--- src/rtl/sched_pkg.sv ---
package sched_pkg;
  typedef enum logic [1:0] {
    CMD_NOP = 2'd0,
    CMD_PRE = 2'd1,
    CMD_ACT = 2'd2,
    CMD_RD  = 2'd3
  } cmd_e;

  // decision passed from the control to the datapath each cycle
  typedef struct packed {
    logic issue;
    cmd_e code;
    logic retire;
  } strobe_t;
endpackage

--- src/rtl/sched_ctrl.sv ---
module sched_ctrl
  import sched_pkg::*;
#(
  parameter int DEPTH      = 4,
  parameter int NUM_BANKS  = 4,
  parameter int ROW_W      = 8,
  parameter int MAX_BURSTS = 4,
  localparam int BANK_W = $clog2(NUM_BANKS),
  localparam int SLOT_W = $clog2(DEPTH),
  localparam int LEFT_W = $clog2(MAX_BURSTS)
) (
  input  logic [DEPTH-1:0]                 qValid,
  input  logic [DEPTH-1:0][BANK_W-1:0]     qBank,
  input  logic [DEPTH-1:0][ROW_W-1:0]      qRow,
  input  logic [DEPTH-1:0][LEFT_W-1:0]     qLeft,
  input  logic [NUM_BANKS-1:0]             bankOpen,
  input  logic [NUM_BANKS-1:0][ROW_W-1:0]  bankRow,
  input  logic [NUM_BANKS-1:0]             bankBusy,
  input  logic                             rdBusy,
  output strobe_t                          strb,
  output logic [SLOT_W-1:0]                slot
);
  cmd_e             need [DEPTH];
  logic [DEPTH-1:0] hit;
  logic [DEPTH-1:0] timeOk;
  logic [DEPTH-1:0] clash;

  // per-entry next command and whether timing allows it now
  always_comb begin
    for (int i = 0; i < DEPTH; i++) begin
      hit[i]    = bankOpen[qBank[i]] && (bankRow[qBank[i]] == qRow[i]);
      need[i]   = hit[i] ? CMD_RD : (bankOpen[qBank[i]] ? CMD_PRE : CMD_ACT);
      timeOk[i] = !bankBusy[qBank[i]] && !(hit[i] && rdBusy);
      clash[i]  = 1'b0;
      for (int j = 0; j < DEPTH; j++) begin
        if (j < i && qValid[j] && qBank[j] == qBank[i] && qRow[j] != qRow[i])
          clash[i] = 1'b1;
      end
    end
  end

  // head first, then the oldest legal early PRE/ACT
  always_comb begin
    logic found;
    strb  = '0;
    slot  = '0;
    found = 1'b0;
    if (qValid[0] && timeOk[0]) begin
      strb.issue  = 1'b1;
      strb.code   = need[0];
      strb.retire = (need[0] == CMD_RD) && (qLeft[0] == '0);
    end else begin
      for (int i = 1; i < DEPTH; i++) begin
        if (!found && qValid[i] && need[i] != CMD_RD && timeOk[i] && !clash[i]) begin
          found      = 1'b1;
          strb.issue = 1'b1;
          strb.code  = need[i];
          slot       = SLOT_W'(i);
        end
      end
    end
  end
endmodule

--- src/rtl/sched_dp.sv ---
module sched_dp
  import sched_pkg::*;
#(
  parameter int DEPTH      = 4,
  parameter int NUM_BANKS  = 4,
  parameter int ROW_W      = 8,
  parameter int COL_W      = 8,
  parameter int MAX_BURSTS = 4,
  parameter int BURST_LEN  = 4,
  parameter int T_RP       = 2,
  parameter int T_RCD      = 2,
  parameter int T_RR       = 2,
  localparam int BANK_W = $clog2(NUM_BANKS),
  localparam int SLOT_W = $clog2(DEPTH),
  localparam int LEFT_W = $clog2(MAX_BURSTS),
  localparam int ADDR_W = (ROW_W > COL_W) ? ROW_W : COL_W,
  localparam int MAX_T  = (T_RP > T_RCD) ? ((T_RP > T_RR) ? T_RP : T_RR)
                                         : ((T_RCD > T_RR) ? T_RCD : T_RR),
  localparam int CNT_W  = $clog2(MAX_T + 1)
) (
  input  logic                             clk,
  input  logic                             rstN,
  input  logic                             reqValid,
  output logic                             reqReady,
  input  logic [BANK_W-1:0]                reqBank,
  input  logic [ROW_W-1:0]                 reqRow,
  input  logic [COL_W-1:0]                 reqCol,
  input  logic [LEFT_W-1:0]                reqBursts,
  input  strobe_t                          strb,
  input  logic [SLOT_W-1:0]                slot,
  output logic [DEPTH-1:0]                 qValid,
  output logic [DEPTH-1:0][BANK_W-1:0]     qBank,
  output logic [DEPTH-1:0][ROW_W-1:0]      qRow,
  output logic [DEPTH-1:0][LEFT_W-1:0]     qLeft,
  output logic [NUM_BANKS-1:0]             bankOpen,
  output logic [NUM_BANKS-1:0][ROW_W-1:0]  bankRow,
  output logic [NUM_BANKS-1:0]             bankBusy,
  output logic                             rdBusy,
  output cmd_e                             cmdCode,
  output logic [BANK_W-1:0]                cmdBank,
  output logic [ADDR_W-1:0]                cmdAddr
);
  logic [DEPTH-1:0][COL_W-1:0]    qCol;
  logic [DEPTH-1:0]               nValid;
  logic [DEPTH-1:0][BANK_W-1:0]   nBank;
  logic [DEPTH-1:0][ROW_W-1:0]    nRow;
  logic [DEPTH-1:0][COL_W-1:0]    nCol;
  logic [DEPTH-1:0][LEFT_W-1:0]   nLeft;
  logic [NUM_BANKS-1:0][CNT_W-1:0] bankWait;
  logic [CNT_W-1:0]               rdWait;
  logic [SLOT_W:0]                fill;
  logic [SLOT_W-1:0]              wrIdx;
  logic                           popNow;
  logic                           pushNow;
  logic [BANK_W-1:0]              tgtBank;
  logic [ROW_W-1:0]               tgtRow;

  assign reqReady = !qValid[DEPTH-1];
  assign pushNow  = reqValid && reqReady;
  assign popNow   = strb.issue && strb.code == CMD_RD && strb.retire;
  assign tgtBank  = qBank[slot];
  assign tgtRow   = qRow[slot];
  assign rdBusy   = rdWait != '0;

  always_comb begin
    fill = '0;
    for (int i = 0; i < DEPTH; i++) fill = fill + (SLOT_W+1)'(qValid[i]);
  end
  assign wrIdx = SLOT_W'(fill - (SLOT_W+1)'(popNow));

  // queue: shift out on retire, advance column on a partial burst, append on push
  always_comb begin
    nValid = qValid; nBank = qBank; nRow = qRow; nCol = qCol; nLeft = qLeft;
    if (strb.issue && strb.code == CMD_RD) begin
      if (strb.retire) begin
        for (int i = 0; i < DEPTH-1; i++) begin
          nValid[i] = qValid[i+1]; nBank[i] = qBank[i+1]; nRow[i] = qRow[i+1];
          nCol[i]   = qCol[i+1];   nLeft[i] = qLeft[i+1];
        end
        nValid[DEPTH-1] = 1'b0;
      end else begin
        nCol[0]  = qCol[0] + COL_W'(BURST_LEN);
        nLeft[0] = qLeft[0] - LEFT_W'(1);
      end
    end
    if (pushNow) begin
      nValid[wrIdx] = 1'b1;      nBank[wrIdx] = reqBank; nRow[wrIdx] = reqRow;
      nCol[wrIdx]   = reqCol;    nLeft[wrIdx] = reqBursts;
    end
  end

  always_ff @(posedge clk) begin
    if (!rstN) begin
      qValid <= '0; qBank <= '0; qRow <= '0; qCol <= '0; qLeft <= '0;
    end else begin
      qValid <= nValid; qBank <= nBank; qRow <= nRow; qCol <= nCol; qLeft <= nLeft;
    end
  end

  // per-bank open row and delay counters
  always_ff @(posedge clk) begin
    if (!rstN) begin
      bankOpen <= '0; bankRow <= '0; bankWait <= '0;
    end else begin
      for (int k = 0; k < NUM_BANKS; k++) begin
        if (strb.issue && tgtBank == BANK_W'(k) && strb.code == CMD_PRE) begin
          bankOpen[k] <= 1'b0;
          bankWait[k] <= CNT_W'(T_RP - 1);
        end else if (strb.issue && tgtBank == BANK_W'(k) && strb.code == CMD_ACT) begin
          bankOpen[k] <= 1'b1;
          bankRow[k]  <= tgtRow;
          bankWait[k] <= CNT_W'(T_RCD - 1);
        end else if (bankWait[k] != '0) begin
          bankWait[k] <= bankWait[k] - CNT_W'(1);
        end
      end
    end
  end

  always_comb
    for (int k = 0; k < NUM_BANKS; k++) bankBusy[k] = bankWait[k] != '0;

  always_ff @(posedge clk) begin
    if (!rstN)                                  rdWait <= '0;
    else if (strb.issue && strb.code == CMD_RD) rdWait <= CNT_W'(T_RR - 1);
    else if (rdWait != '0)                      rdWait <= rdWait - CNT_W'(1);
  end

  // registered command output
  always_ff @(posedge clk) begin
    if (!rstN || !strb.issue) begin
      cmdCode <= CMD_NOP; cmdBank <= '0; cmdAddr <= '0;
    end else begin
      cmdCode <= strb.code;
      cmdBank <= tgtBank;
      case (strb.code)
        CMD_ACT: cmdAddr <= ADDR_W'(tgtRow);
        CMD_RD:  cmdAddr <= ADDR_W'(qCol[0]);
        default: cmdAddr <= '0;
      endcase
    end
  end

  // precharge only goes to an open bank
  p_pre_open_r3: assert property (@(posedge clk) disable iff (!rstN)
    strb.issue && strb.code == CMD_PRE |-> bankOpen[tgtBank]);
  // activate waits out the precharge delay on a closed bank
  p_act_gap_r4: assert property (@(posedge clk) disable iff (!rstN)
    strb.issue && strb.code == CMD_ACT |-> bankWait[tgtBank] == '0 && !bankOpen[tgtBank]);
  // a read targets the open row after both delays have expired
  p_read_ready_r5: assert property (@(posedge clk) disable iff (!rstN)
    strb.issue && strb.code == CMD_RD |->
      bankOpen[tgtBank] && bankRow[tgtBank] == tgtRow && bankWait[tgtBank] == '0 && rdWait == '0);
  // reads come only from the head entry
  p_read_head_r8: assert property (@(posedge clk) disable iff (!rstN)
    strb.issue && strb.code == CMD_RD |-> slot == '0 && qValid[0]);
  // an accepted push adds one entry unless the head retired
  p_push_grow_r10: assert property (@(posedge clk) disable iff (!rstN)
    pushNow && !popNow |=> $countones(qValid) == $countones($past(qValid)) + 1);
  // an idle cycle drives no bank or address
  p_nop_quiet_r11: assert property (@(posedge clk) disable iff (!rstN)
    cmdCode == CMD_NOP |-> cmdBank == '0 && cmdAddr == '0);
endmodule

--- src/rtl/bank_lookahead_sched.sv ---
module bank_lookahead_sched
  import sched_pkg::*;
#(
  parameter int DEPTH      = 4,
  parameter int NUM_BANKS  = 4,
  parameter int ROW_W      = 8,
  parameter int COL_W      = 8,
  parameter int MAX_BURSTS = 4,
  parameter int BURST_LEN  = 4,
  parameter int T_RP       = 2,
  parameter int T_RCD      = 2,
  parameter int T_RR       = 2,
  localparam int BANK_W = $clog2(NUM_BANKS),
  localparam int SLOT_W = $clog2(DEPTH),
  localparam int LEFT_W = $clog2(MAX_BURSTS),
  localparam int ADDR_W = (ROW_W > COL_W) ? ROW_W : COL_W
) (
  input  logic              clk,
  input  logic              rstN,
  input  logic              reqValid,
  output logic              reqReady,
  input  logic [BANK_W-1:0] reqBank,
  input  logic [ROW_W-1:0]  reqRow,
  input  logic [COL_W-1:0]  reqCol,
  input  logic [LEFT_W-1:0] reqBursts,
  output logic [1:0]        cmdCode,
  output logic [BANK_W-1:0] cmdBank,
  output logic [ADDR_W-1:0] cmdAddr
);
  strobe_t                          strb;
  logic [SLOT_W-1:0]                slot;
  logic [DEPTH-1:0]                 qValid;
  logic [DEPTH-1:0][BANK_W-1:0]     qBank;
  logic [DEPTH-1:0][ROW_W-1:0]      qRow;
  logic [DEPTH-1:0][LEFT_W-1:0]     qLeft;
  logic [NUM_BANKS-1:0]             bankOpen;
  logic [NUM_BANKS-1:0][ROW_W-1:0]  bankRow;
  logic [NUM_BANKS-1:0]             bankBusy;
  logic                             rdBusy;
  cmd_e                             cmdCodeE;

  assign cmdCode = cmdCodeE;

  sched_ctrl #(
    .DEPTH(DEPTH), .NUM_BANKS(NUM_BANKS), .ROW_W(ROW_W), .MAX_BURSTS(MAX_BURSTS)
  ) i_ctrl (
    .qValid(qValid), .qBank(qBank), .qRow(qRow), .qLeft(qLeft),
    .bankOpen(bankOpen), .bankRow(bankRow), .bankBusy(bankBusy), .rdBusy(rdBusy),
    .strb(strb), .slot(slot)
  );

  sched_dp #(
    .DEPTH(DEPTH), .NUM_BANKS(NUM_BANKS), .ROW_W(ROW_W), .COL_W(COL_W),
    .MAX_BURSTS(MAX_BURSTS), .BURST_LEN(BURST_LEN),
    .T_RP(T_RP), .T_RCD(T_RCD), .T_RR(T_RR)
  ) i_dp (
    .clk(clk), .rstN(rstN),
    .reqValid(reqValid), .reqReady(reqReady), .reqBank(reqBank), .reqRow(reqRow),
    .reqCol(reqCol), .reqBursts(reqBursts),
    .strb(strb), .slot(slot),
    .qValid(qValid), .qBank(qBank), .qRow(qRow), .qLeft(qLeft),
    .bankOpen(bankOpen), .bankRow(bankRow), .bankBusy(bankBusy), .rdBusy(rdBusy),
    .cmdCode(cmdCodeE), .cmdBank(cmdBank), .cmdAddr(cmdAddr)
  );
endmodule

--- config.mk ---
export PLATFORM = sky130hd
export DESIGN_NAME = bank_lookahead_sched
export DESIGN_NICKNAME = d
export VERILOG_FILES = /design/src/rtl/sched_pkg.sv /design/src/rtl/sched_ctrl.sv /design/src/rtl/sched_dp.sv /design/src/rtl/bank_lookahead_sched.sv
export SDC_FILE = /design/constraint.sdc
export NUM_CORES = 1
export LEC_CHECK = 0
export BUFFER_PORTS_ARGS = -buffer_cell sky130_fd_sc_hd__buf_2
export CELL_PAD_IN_SITES_DETAIL_PLACEMENT = 0
export CELL_PAD_IN_SITES_GLOBAL_PLACEMENT = 1
export CORE_UTILIZATION = 44
export DETAILED_ROUTE_END_ITERATION = 10
export GPL_TIMING_DRIVEN = 0
export PLACE_DENSITY_LB_ADDON = 0.1
export RECOVER_POWER = 50
export SLEW_MARGIN = 20
export SYNTH_ARGS = -nofsm -noshare
export SYNTH_HDL_FRONTEND = slang
export SYNTH_SLANG_ARGS = --single-unit
--- constraint.sdc ---
create_clock -name clk -period 5.81 [get_ports clk]
set_clock_uncertainty 0.15 [all_clocks]
set_input_delay 0.2905 -clock clk [delete_from_list [all_inputs] [get_ports clk]]
set_output_delay 0.2905 -clock clk [all_outputs]
set_load 0.02 [all_outputs]
# Word-level counts from Yosys, hierarchy flattened
# Cells that the tools add are included.
[totals]
regBits = 142
latchBits = 0
ram_bits = 0
romBits = 0
wordCells = 280
n_memories = 0
[op_classes]
n_addsub = 11
multipliers = 0
n_div = 0
n_lt_le_gt_ge = 7
eq_ne = 26
n_shift = 0
n_mux = 97
bitwise = 6
n_reduce_logical = 95
[ops]
columns = ["cell", "n"]
rows = [
  ["2-to-1 mux 24 bit", 5],
  ["binary-select mux 8 bit (select 2 bit)", 5],
  ["bitwise mux 32 bit", 2],
  ["2-to-1 mux 8 bit", 7],
  ["logical AND 1 bit", 53],
  ["!= test 8 bit", 6],
  ["2-to-1 mux 1 bit", 35],
  ["equality test 8 bit", 4],
  ["2-to-1 mux 6 bit", 5],
  ["2-to-1 mux 2 bit", 14],
  ["less-than comparator 2 x 3 -> 1 bit (second input constant)", 6],
  ["binary-select mux 1 bit (select 2 bit)", 8],
  ["bitwise mux 8 bit", 2],
  ["demux 8 bit (select 2 bit)", 1],
  ["zero test 1 bit", 16],
  ["2-to-1 mux 16 bit", 1],
  ["2-to-1 mux 4 bit", 4],
  ["one-hot mux 8 bit (2 select lines)", 1],
  ["equality test 2 bit", 6],
  ["2-to-1 mux 3 bit", 4],
  ["nonzero test 2 bit", 6],
  ["nonzero test 3 bit", 4],
  ["OR reduction 3 bit", 4],
  ["subtractor 2 x 1 -> 2 bit (second input constant)", 6],
  ["17 further kinds", 37],
]

# Logic depth before layout (Yosys ltp)
[logic_depth]
word_depth = 35
ltp_mapped = 22
ltp_nobuf = 16

# Modules after synthesis
# Synthesis repeated with hierarchy kept, for this count alone.
[hier_totals]
cells_unflattened = 969
area_unflattened_um2 = 8678.3
[modules_own_cells]
columns = ["module", "instances", "cells_each", "area_each_um2", "seq_area_each_um2"]
rows = [
  ["sched_dp", 1, 734, 6299.8, 2842.7],
  ["sched_ctrl", 1, 235, 2378.5, 0.0],
]

# Least setup slack after synthesis
# Ideal clock, no wire load.
[synth_path]
kind = "register -> register"
startpoint = "register i_dp.qBank[0] (netlist bit)"
endpoint = "register i_dp.qCol[7] (netlist bit)"
setup_time_ps = 80
t_arrival_ps = 5239
t_required_ps = 5580
setup_slack_ps = 341
path_stages_with_launch = 22
path_buffers = 7
synth_period_minus_slack_ps = 5469
path_cell_list = "dfxtp_1 -> buf_4 -> buf_2 -> mux4_2 -> xnor2_1 -> nand4_1 -> nor2_1 -> and4_1 -> clkbuf_1 -> buf_2 -> buf_1 -> ha_1 -> fa_1 -> inv_1 -> ha_1 -> xor2_1 -> xnor2_1 -> nand2b_1 -> clkbuf_1 -> clkbuf_1 -> nand3_1 -> o211ai_1"
[synth_between]
elab_chain_cells = 32
word_cells_on_any_way = 68
cone_classes = "add/sub: 1; order compare: 2; eq/ne: 6; mux: 29; reduce/logical: 30"
[synth_rtl]
columns = ["item", "line", "rtl"]
rows = [
  ["start: declaration", "sched_dp.sv:32", "output logic [DEPTH-1:0][BANK_W-1:0] qBank,"],
  ["start signal: assignment", "sched_dp.sv:96", "qValid <= nValid; qBank <= nBank; qRow <= nRow; qCol <= nCol; qLeft <= nLeft;"],
  ["equality test 2 bit", "sched_ctrl.sv:36", "if (j < i && qValid[j] && qBank[j] == qBank[i] && qRow[j] != qRow[i])"],
  ["logical AND 1 bit (2 in series)", "sched_ctrl.sv:36", ""],
  ["2-to-1 mux 1 bit", "sched_ctrl.sv:36", ""],
  ["zero test 1 bit", "sched_ctrl.sv:54", "if (!found && qValid[i] && need[i] != CMD_RD && timeOk[i] && !clash[i]) begin"],
  ["logical AND 1 bit", "sched_ctrl.sv:54", ""],
  ["2-to-1 mux 1 bit", "sched_ctrl.sv:54", ""],
  ["2-to-1 mux 1 bit", "sched_ctrl.sv:48", "if (qValid[0] && timeOk[0]) begin"],
  ["zero test 1 bit", "sched_ctrl.sv:54", ""],
  ["(+15 left out)", "--", ""],
  ["logical AND 1 bit", "sched_dp.sv:60", "assign popNow = strb.issue && strb.code == CMD_RD && strb.retire;"],
  ["subtractor 2 x 1 -> 2 bit", "sched_dp.sv:69", "assign wrIdx = SLOT_W'(fill - (SLOT_W+1)'(popNow));"],
  ["less-than comparator 2 x 3 -> 1 bit (not written as such) / greater-or-equal comparator 2 x 1 -> 1 bit (equally long branches)", "sched_dp.sv:88", "nCol[wrIdx] = reqCol; nLeft[wrIdx] = reqBursts;"],
  ["logical AND 1 bit (not written as such)", "sched_dp.sv:88", ""],
  ["2-to-1 mux 8 bit (not written as such)", "sched_dp.sv:88", ""],
  ["demux 8 bit (select 2 bit)", "--", ""],
  ["bitwise mux 32 bit", "sched_dp.sv:88", ""],
  ["2-to-1 mux 24 bit (*)", "sched_dp.sv:86", "if (pushNow) begin"],
  ["end signal: assignment", "sched_dp.sv:96", ""],
  ["end: declaration", "sched_dp.sv:43", "logic [DEPTH-1:0][COL_W-1:0] qCol;"],
]
# Every way passes the cells marked *; elsewhere a longest branch is shown, timed or not. The select of a mux whose other input is x is not followed.
# A chain may end at the register's enable or synchronous reset.

# Final worst setup path
[layout_path]
startpoint = "register i_dp.qBank[1] (netlist bit)"
endpoint = "register i_dp.qBank[1] (netlist bit)"
[layout_between]
elab_chain_cells = 32
word_cells_on_any_way = 68
cone_classes = "add/sub: 1; order compare: 2; eq/ne: 6; mux: 29; reduce/logical: 30"
[layout_rtl]
columns = ["item", "line", "rtl"]
rows = [
  ["equality test 2 bit", "sched_ctrl.sv:36", ""],
  ["logical AND 1 bit (2 in series)", "sched_ctrl.sv:36", ""],
  ["2-to-1 mux 1 bit", "sched_ctrl.sv:36", ""],
  ["zero test 1 bit", "sched_ctrl.sv:54", ""],
  ["logical AND 1 bit", "sched_ctrl.sv:54", ""],
  ["2-to-1 mux 1 bit", "sched_ctrl.sv:54", ""],
  ["2-to-1 mux 1 bit", "sched_ctrl.sv:48", ""],
  ["zero test 1 bit", "sched_ctrl.sv:54", ""],
  ["(+15 left out)", "--", ""],
  ["logical AND 1 bit", "sched_dp.sv:60", ""],
  ["subtractor 2 x 1 -> 2 bit", "sched_dp.sv:69", ""],
  ["less-than comparator 2 x 3 -> 1 bit (not written as such) / greater-or-equal comparator 2 x 1 -> 1 bit (equally long branches)", "sched_dp.sv:87", "nValid[wrIdx] = 1'b1; nBank[wrIdx] = reqBank; nRow[wrIdx] = reqRow;"],
  ["logical AND 1 bit (not written as such)", "sched_dp.sv:87", ""],
  ["2-to-1 mux 2 bit (not written as such)", "sched_dp.sv:87", ""],
  ["demux 2 bit (select 2 bit)", "--", ""],
  ["bitwise mux 8 bit", "sched_dp.sv:87", ""],
  ["2-to-1 mux 6 bit (*)", "sched_dp.sv:86", ""],
]
# Marks and branches as above.

==> impl_results.html <==
<table>
<tr><th>Metric</th><th>Value</th></tr>
<tr><th colspan="2">Global route</th></tr>
<tr><td>Via count of the first global-routing pass</td><td>7555</td></tr>
<tr><td>Antenna violations before repair</td><td>0</td></tr>
<tr><td>Global-route wire length before repair</td><td>46800 um</td></tr>
<tr><td>Maximum number of pins on one net before global-route repair</td><td>20</td></tr>
<tr><td>Aggregate global-route resource usage</td><td>30.6%</td></tr>
<tr><td>Overflow left after global routing</td><td>0</td></tr>
<tr><th colspan="2">Yosys</th></tr>
<tr><td>Mux cell area share after synthesis</td><td>20.4%</td></tr>
<tr><td>Fraction of the mapped netlist area in adder cells</td><td>1.48%</td></tr>
<tr><td>Simple logic cell fraction of the synthesized area</td><td>13.7%</td></tr>
<tr><td>Number of standard cells after synthesis</td><td>1008</td></tr>
<tr><td>Dominant combinational cell family by area after synthesis</td><td>multiplexers</td></tr>
<tr><td>Syn nets</td><td>1041</td></tr>
<tr><td>Cell taking the most area after synthesis</td><td>sky130_fd_sc_hd__dfxtp_1</td></tr>
<tr><td>Synth area leaders</td><td>sky130_fd_sc_hd__dfxtp_1, sky130_fd_sc_hd__mux2i_1, sky130_fd_sc_hd__mux4_2</td></tr>
<tr><td>Fraction of registers with async set or reset after synthesis</td><td>0%</td></tr>
<tr><td>Number of different library cells in the post-synthesis netlist</td><td>63</td></tr>
<tr><td>Post-synthesis sequential area ratio</td><td>31.8%</td></tr>
<tr><td>Xor-xnor portion of the synthesized cell area</td><td>10.6%</td></tr>
<tr><td>Area share of the leading cell type in the synthesized netlist</td><td>31.8%</td></tr>
<tr><td>Top flip-flop cell by instance count after synthesis</td><td>sky130_fd_sc_hd__dfxtp_1</td></tr>
<tr><td>Flip-flop and latch count after synthesis</td><td>142</td></tr>
<tr><td>Synth warnings</td><td>0</td></tr>
<tr><td>Compound-Gate Fraction of Synth Area</td><td>15.5%</td></tr>
<tr><td>Count of flip-flops with a built-in enable after synthesis</td><td>0</td></tr>
<tr><td>Synthesized area</td><td>8940 um2</td></tr>
<tr><td>Synthesized area divided by synthesized cell count</td><td>8.87 um2</td></tr>
<tr><th colspan="2">Run status</th></tr>
<tr><td>Run status</td><td>finished, final reports clean</td></tr>
<tr><th colspan="2">Hold path</th></tr>
<tr><td>Hold Path Stages</td><td>2</td></tr>
<tr><td>Hold path start</td><td>i_dp.qCol[24]$_SDFFE_PN0P_</td></tr>
<tr><td>Endpoint, Worst Hold</td><td>i_dp.qCol[24]$_SDFFE_PN0P_</td></tr>
<tr><td>Worst min-delay path category</td><td>reg2reg</td></tr>
<tr><th colspan="2">Timing</th></tr>
<tr><td>Post-route worst hold slack</td><td>0.308 ns</td></tr>
<tr><td>Final period demand of the worst path</td><td>5.64 ns</td></tr>
<tr><td>Unrepaired setup endpoints after global routing</td><td>no</td></tr>
<tr><td>Worst slew slack as a fraction of its limit</td><td>7.30%</td></tr>
<tr><td>Final number of max-transition violations</td><td>0</td></tr>
<tr><td>Post-route clock period utilization</td><td>97.1%</td></tr>
<tr><td>Worst slew pin tran</td><td>1.38 ns</td></tr>
<tr><td>Sum Neg Setup Slack</td><td>0 ns</td></tr>
<tr><td>Max Freq</td><td>0.177 GHz</td></tr>
<tr><td>Final hold viol count</td><td>0</td></tr>
<tr><td>Final setup violation count</td><td>0</td></tr>
<tr><th colspan="2">Clock tree</th></tr>
<tr><td>Worst-skew pair later-pin latency</td><td>0.45 ns</td></tr>
<tr><td>Number of CTS-inserted buffers</td><td>17</td></tr>
<tr><td>Clk root buf</td><td>sky130_fd_sc_hd__clkbuf_16</td></tr>
<tr><td>TritonCTS clock tree</td><td>yes</td></tr>
<tr><td>TritonCTS Sinks</td><td>142</td></tr>
<tr><td>Buffers from clock root to sink, at most</td><td>2</td></tr>
<tr><td>Clock Pin Slew Worst Setup and Hold Paths</td><td>0.08 ns</td></tr>
<tr><td>Max H-tree Level</td><td>4</td></tr>
<tr><td>Number of setup buffers added after CTS</td><td>0</td></tr>
<tr><th colspan="2">Floorplan</th></tr>
<tr><td>Die Y</td><td>145 um</td></tr>
<tr><td>Number of top-level pins</td><td>36</td></tr>
<tr><td>Core box area</td><td>19700 um2</td></tr>
<tr><td>Initial core utilization</td><td>45.3%</td></tr>
<tr><td>Die ar.</td><td>20900 um2</td></tr>
<tr><td>Number of standard-cell rows in the floorplan</td><td>51</td></tr>
<tr><td>Die X-Extent</td><td>145 um</td></tr>
<tr><th colspan="2">Routing</th></tr>
<tr><td>Count of unresolved DRC violations after routing</td><td>0</td></tr>
<tr><td>Via-per-instance ratio</td><td>5.86</td></tr>
<tr><td>Wire per inst</td><td>22.5 um</td></tr>
<tr><td>DR vias</td><td>7962</td></tr>
<tr><td>Number of routed nets with antenna violations</td><td>0</td></tr>
<tr><td>WL final</td><td>30600 um</td></tr>
<tr><td>Iteration count of the initial detailed-routing pass</td><td>6</td></tr>
<tr><td>Drt first-iter violations</td><td>614</td></tr>
<tr><th colspan="2">Pwr</th></tr>
<tr><td>Power density cells</td><td>426 nW/um2</td></tr>
<tr><td>LEAKAGE</td><td>3.85 nW</td></tr>
<tr><td>Largest vdd supply drop</td><td>0.213 mV</td></tr>
<tr><td>Overall power consumption</td><td>0.00437 W</td></tr>
<tr><th colspan="2">Job</th></tr>
<tr><td>Max-cap viol count</td><td>0</td></tr>
<tr><th colspan="2">Setup path</th></tr>
<tr><td>Worst stage delay on the critical path</td><td>0.59 ns</td></tr>
<tr><td>Data arrival time of the critical path</td><td>5.84 ns</td></tr>
<tr><td>Worst setup slack for register-to-register paths</td><td>0.17 ns</td></tr>
<tr><td>Max FO, Critical Path</td><td>19</td></tr>
<tr><td>CP Data Required Time</td><td>6.01 ns</td></tr>
<tr><td>Cells traversed along the worst timing path</td><td>buf_2 &gt; mux4_2 &gt; xnor2_1 &gt; nand4_1 &gt; nor2_1 &gt; and4_2 &gt; buf_6 &gt; ha_1 &gt; fa_1 &gt; inv_1 &gt; ha_1 &gt; xor2_1 &gt; xnor2_2 &gt; nand2b_1 &gt; clkbuf_2 &gt; clkbuf_2 &gt; nor2_1 &gt; a211oi_1</td></tr>
<tr><td>Start of the worst register-to-register path</td><td>i_dp.qBank[1]$_SDFF_PN0_</td></tr>
<tr><td>Setup crit end kind</td><td>register</td></tr>
<tr><td>Timing startpoint of the critical path</td><td>i_dp.qBank[1]$_SDFF_PN0_</td></tr>
<tr><td>Highest-delay cell along the critical path</td><td>sky130_fd_sc_hd__dfxtp_1</td></tr>
<tr><td>Cell depth of the worst flop-to-flop path</td><td>18</td></tr>
<tr><td>Critical path start-end classification</td><td>reg2reg</td></tr>
<tr><td>CP startpoint kind</td><td>register</td></tr>
<tr><td>Worst R2R End</td><td>i_dp.qBank[1]$_SDFF_PN0_</td></tr>
<tr><th colspan="2">Place</th></tr>
<tr><td>Detailed Place HPWL</td><td>22100 um</td></tr>
<tr><td>Gpl congestion</td><td>1.01</td></tr>
<tr><td>Number of port buffers</td><td>35</td></tr>
<tr><th colspan="2">Final layout</th></tr>
<tr><td>Antenna fix cells</td><td>0</td></tr>
<tr><td>Area growth from synthesis to final layout</td><td>14.6%</td></tr>
<tr><td>Fraction of final layout cells with drive strength greater than 1</td><td>9.97%</td></tr>
<tr><td>Number of nets at the end of the flow</td><td>1113</td></tr>
<tr><td>Commonest non-fill, non-tap cell in the layout</td><td>sky130_fd_sc_hd__dfxtp_1</td></tr>
<tr><td>Commonest non-fill, non-tap cells in the layout</td><td>sky130_fd_sc_hd__dfxtp_1, sky130_fd_sc_hd__nand2_1, sky130_fd_sc_hd__mux2i_1</td></tr>
</table>
[through the flow]
| step | instance area, um2 | instances | utilization [%] | setup slack, ns |
|---|---|---|---|---|
| 2_1_floorplan | 8940 | 1008 | - | 0.341 |
| 3_3_place_gp | 9450 | 1308 | 47.9 | -1.29 |
| 3_5_place_dp | 9450 | 1308 | 47.9 | -1.33 |
| 4_1_cts | 10300 | 1358 | 52.1 | 0.0840 |
| 5_1_grt | 10200 | 1358 | 52.0 | 0.0233 |
| 6_report | 10200 | 1358 | 52.0 | 0.171 |
[per-layer routing]
metal  GRT usage, %  wire (um)  up-vias  share of wire [%]
met1           40.5      13700     3900                 45
met5              0          0        -                  0
met2           49.9      14300      250                 47
met3           5.03       1740       63                5.7
met4           11.7        884        0                2.9
li1               -          -     3749                  -
[kinds of logic after synthesis]
logic type | Yosys count
compound gates | 195
xor+xnor | 108
fa+ha+maj | 10
buf+inv | 141
flops | 142
mux | 141
simple gates | 271
[synthesized netlist by cell type, types with 16 or more instances]
cell type	instances
sky130_fd_sc_hd__dfxtp_1	142
sky130_fd_sc_hd__mux2i_1	107
sky130_fd_sc_hd__nand2_1	107
sky130_fd_sc_hd__nor2_1	74
sky130_fd_sc_hd__clkbuf_1	69
sky130_fd_sc_hd__a211oi_1	60
sky130_fd_sc_hd__xor2_1	60
sky130_fd_sc_hd__xnor2_1	48
sky130_fd_sc_hd__a21oi_1	47
sky130_fd_sc_hd__inv_1	40
sky130_fd_sc_hd__mux4_2	25
sky130_fd_sc_hd__nand3_1	24
sky130_fd_sc_hd__o21ai_0	16
[worst max-delay path by stage]
stage          slack, ns                  endpoint  cells after the start
2_1_floorplan       0.34   i_dp.qCol[7]$_SDFF_PN0_                     21
3_3_place_gp       -1.29  i_dp.qBank[1]$_SDFF_PN0_                     21
3_5_place_dp       -1.33  i_dp.qBank[1]$_SDFF_PN0_                     21
4_1_cts             0.08  i_dp.qBank[1]$_SDFF_PN0_                     19
5_1_grt             0.02  i_dp.qLeft[3]$_SDFF_PN0_                     18
6_report            0.17  i_dp.qBank[1]$_SDFF_PN0_                     18
[timing repair]
action                     in CTS  in global routing
cloned                          0                  0
setup endpoints to repair      84                 47
gates resized for setup         6                  8
hold endpoints to repair       20                  0
hold buffers                   20                  0
[worst max-delay path, delay by kind of cell (launching register included)]
family                   cells  cell delay (ns)
AO/OA/AOI/OAI                1             0.24
XOR/XNOR                     3             0.58
adder cells (fa/ha/maj)      3             1.01
buffers and inverters        5             1.36
flip-flops                   1             0.59
multiplexers                 1             0.40
AND/OR/NAND/NOR              5             1.20
[power by group]
| part | switching (W) | internal [W] |
|---|---|---|
| combinational | 0.00123 | 0.000696 |
| clock | 0.000530 | 0.000658 |
| sequential | 0.000116 | 0.00114 |
| total | 0.00188 | 0.00249 |
[sequential cells by signal, summed over array words and instances, names as in the netlist]
register and cells:
i_dp.bankRow 32, i_dp.qCol 32, i_dp.qRow 32, i_dp.bankWait 8, i_dp.cmdAddr 8, i_dp.qBank 8
i_dp.qLeft 8, i_dp.bankOpen 4, i_dp.qValid 4, i_dp.cmdBank 2, i_dp.cmdCode 2, i_dp.rdWait 2
[layout make-up]
class                           count  area (um2)
Inverter                           40         150
Tap cell                          265         332
Sequential cell                   142        2840
Clock buffer                       17         425
Timing Repair Buffer               55         359
Clock inverter                     15         193
Buffer                             99         424
Multi-Input combinational cell    725        5520
Fill cell                        1922        9470
No activity file was read; power rests on OpenSTA's default activity.
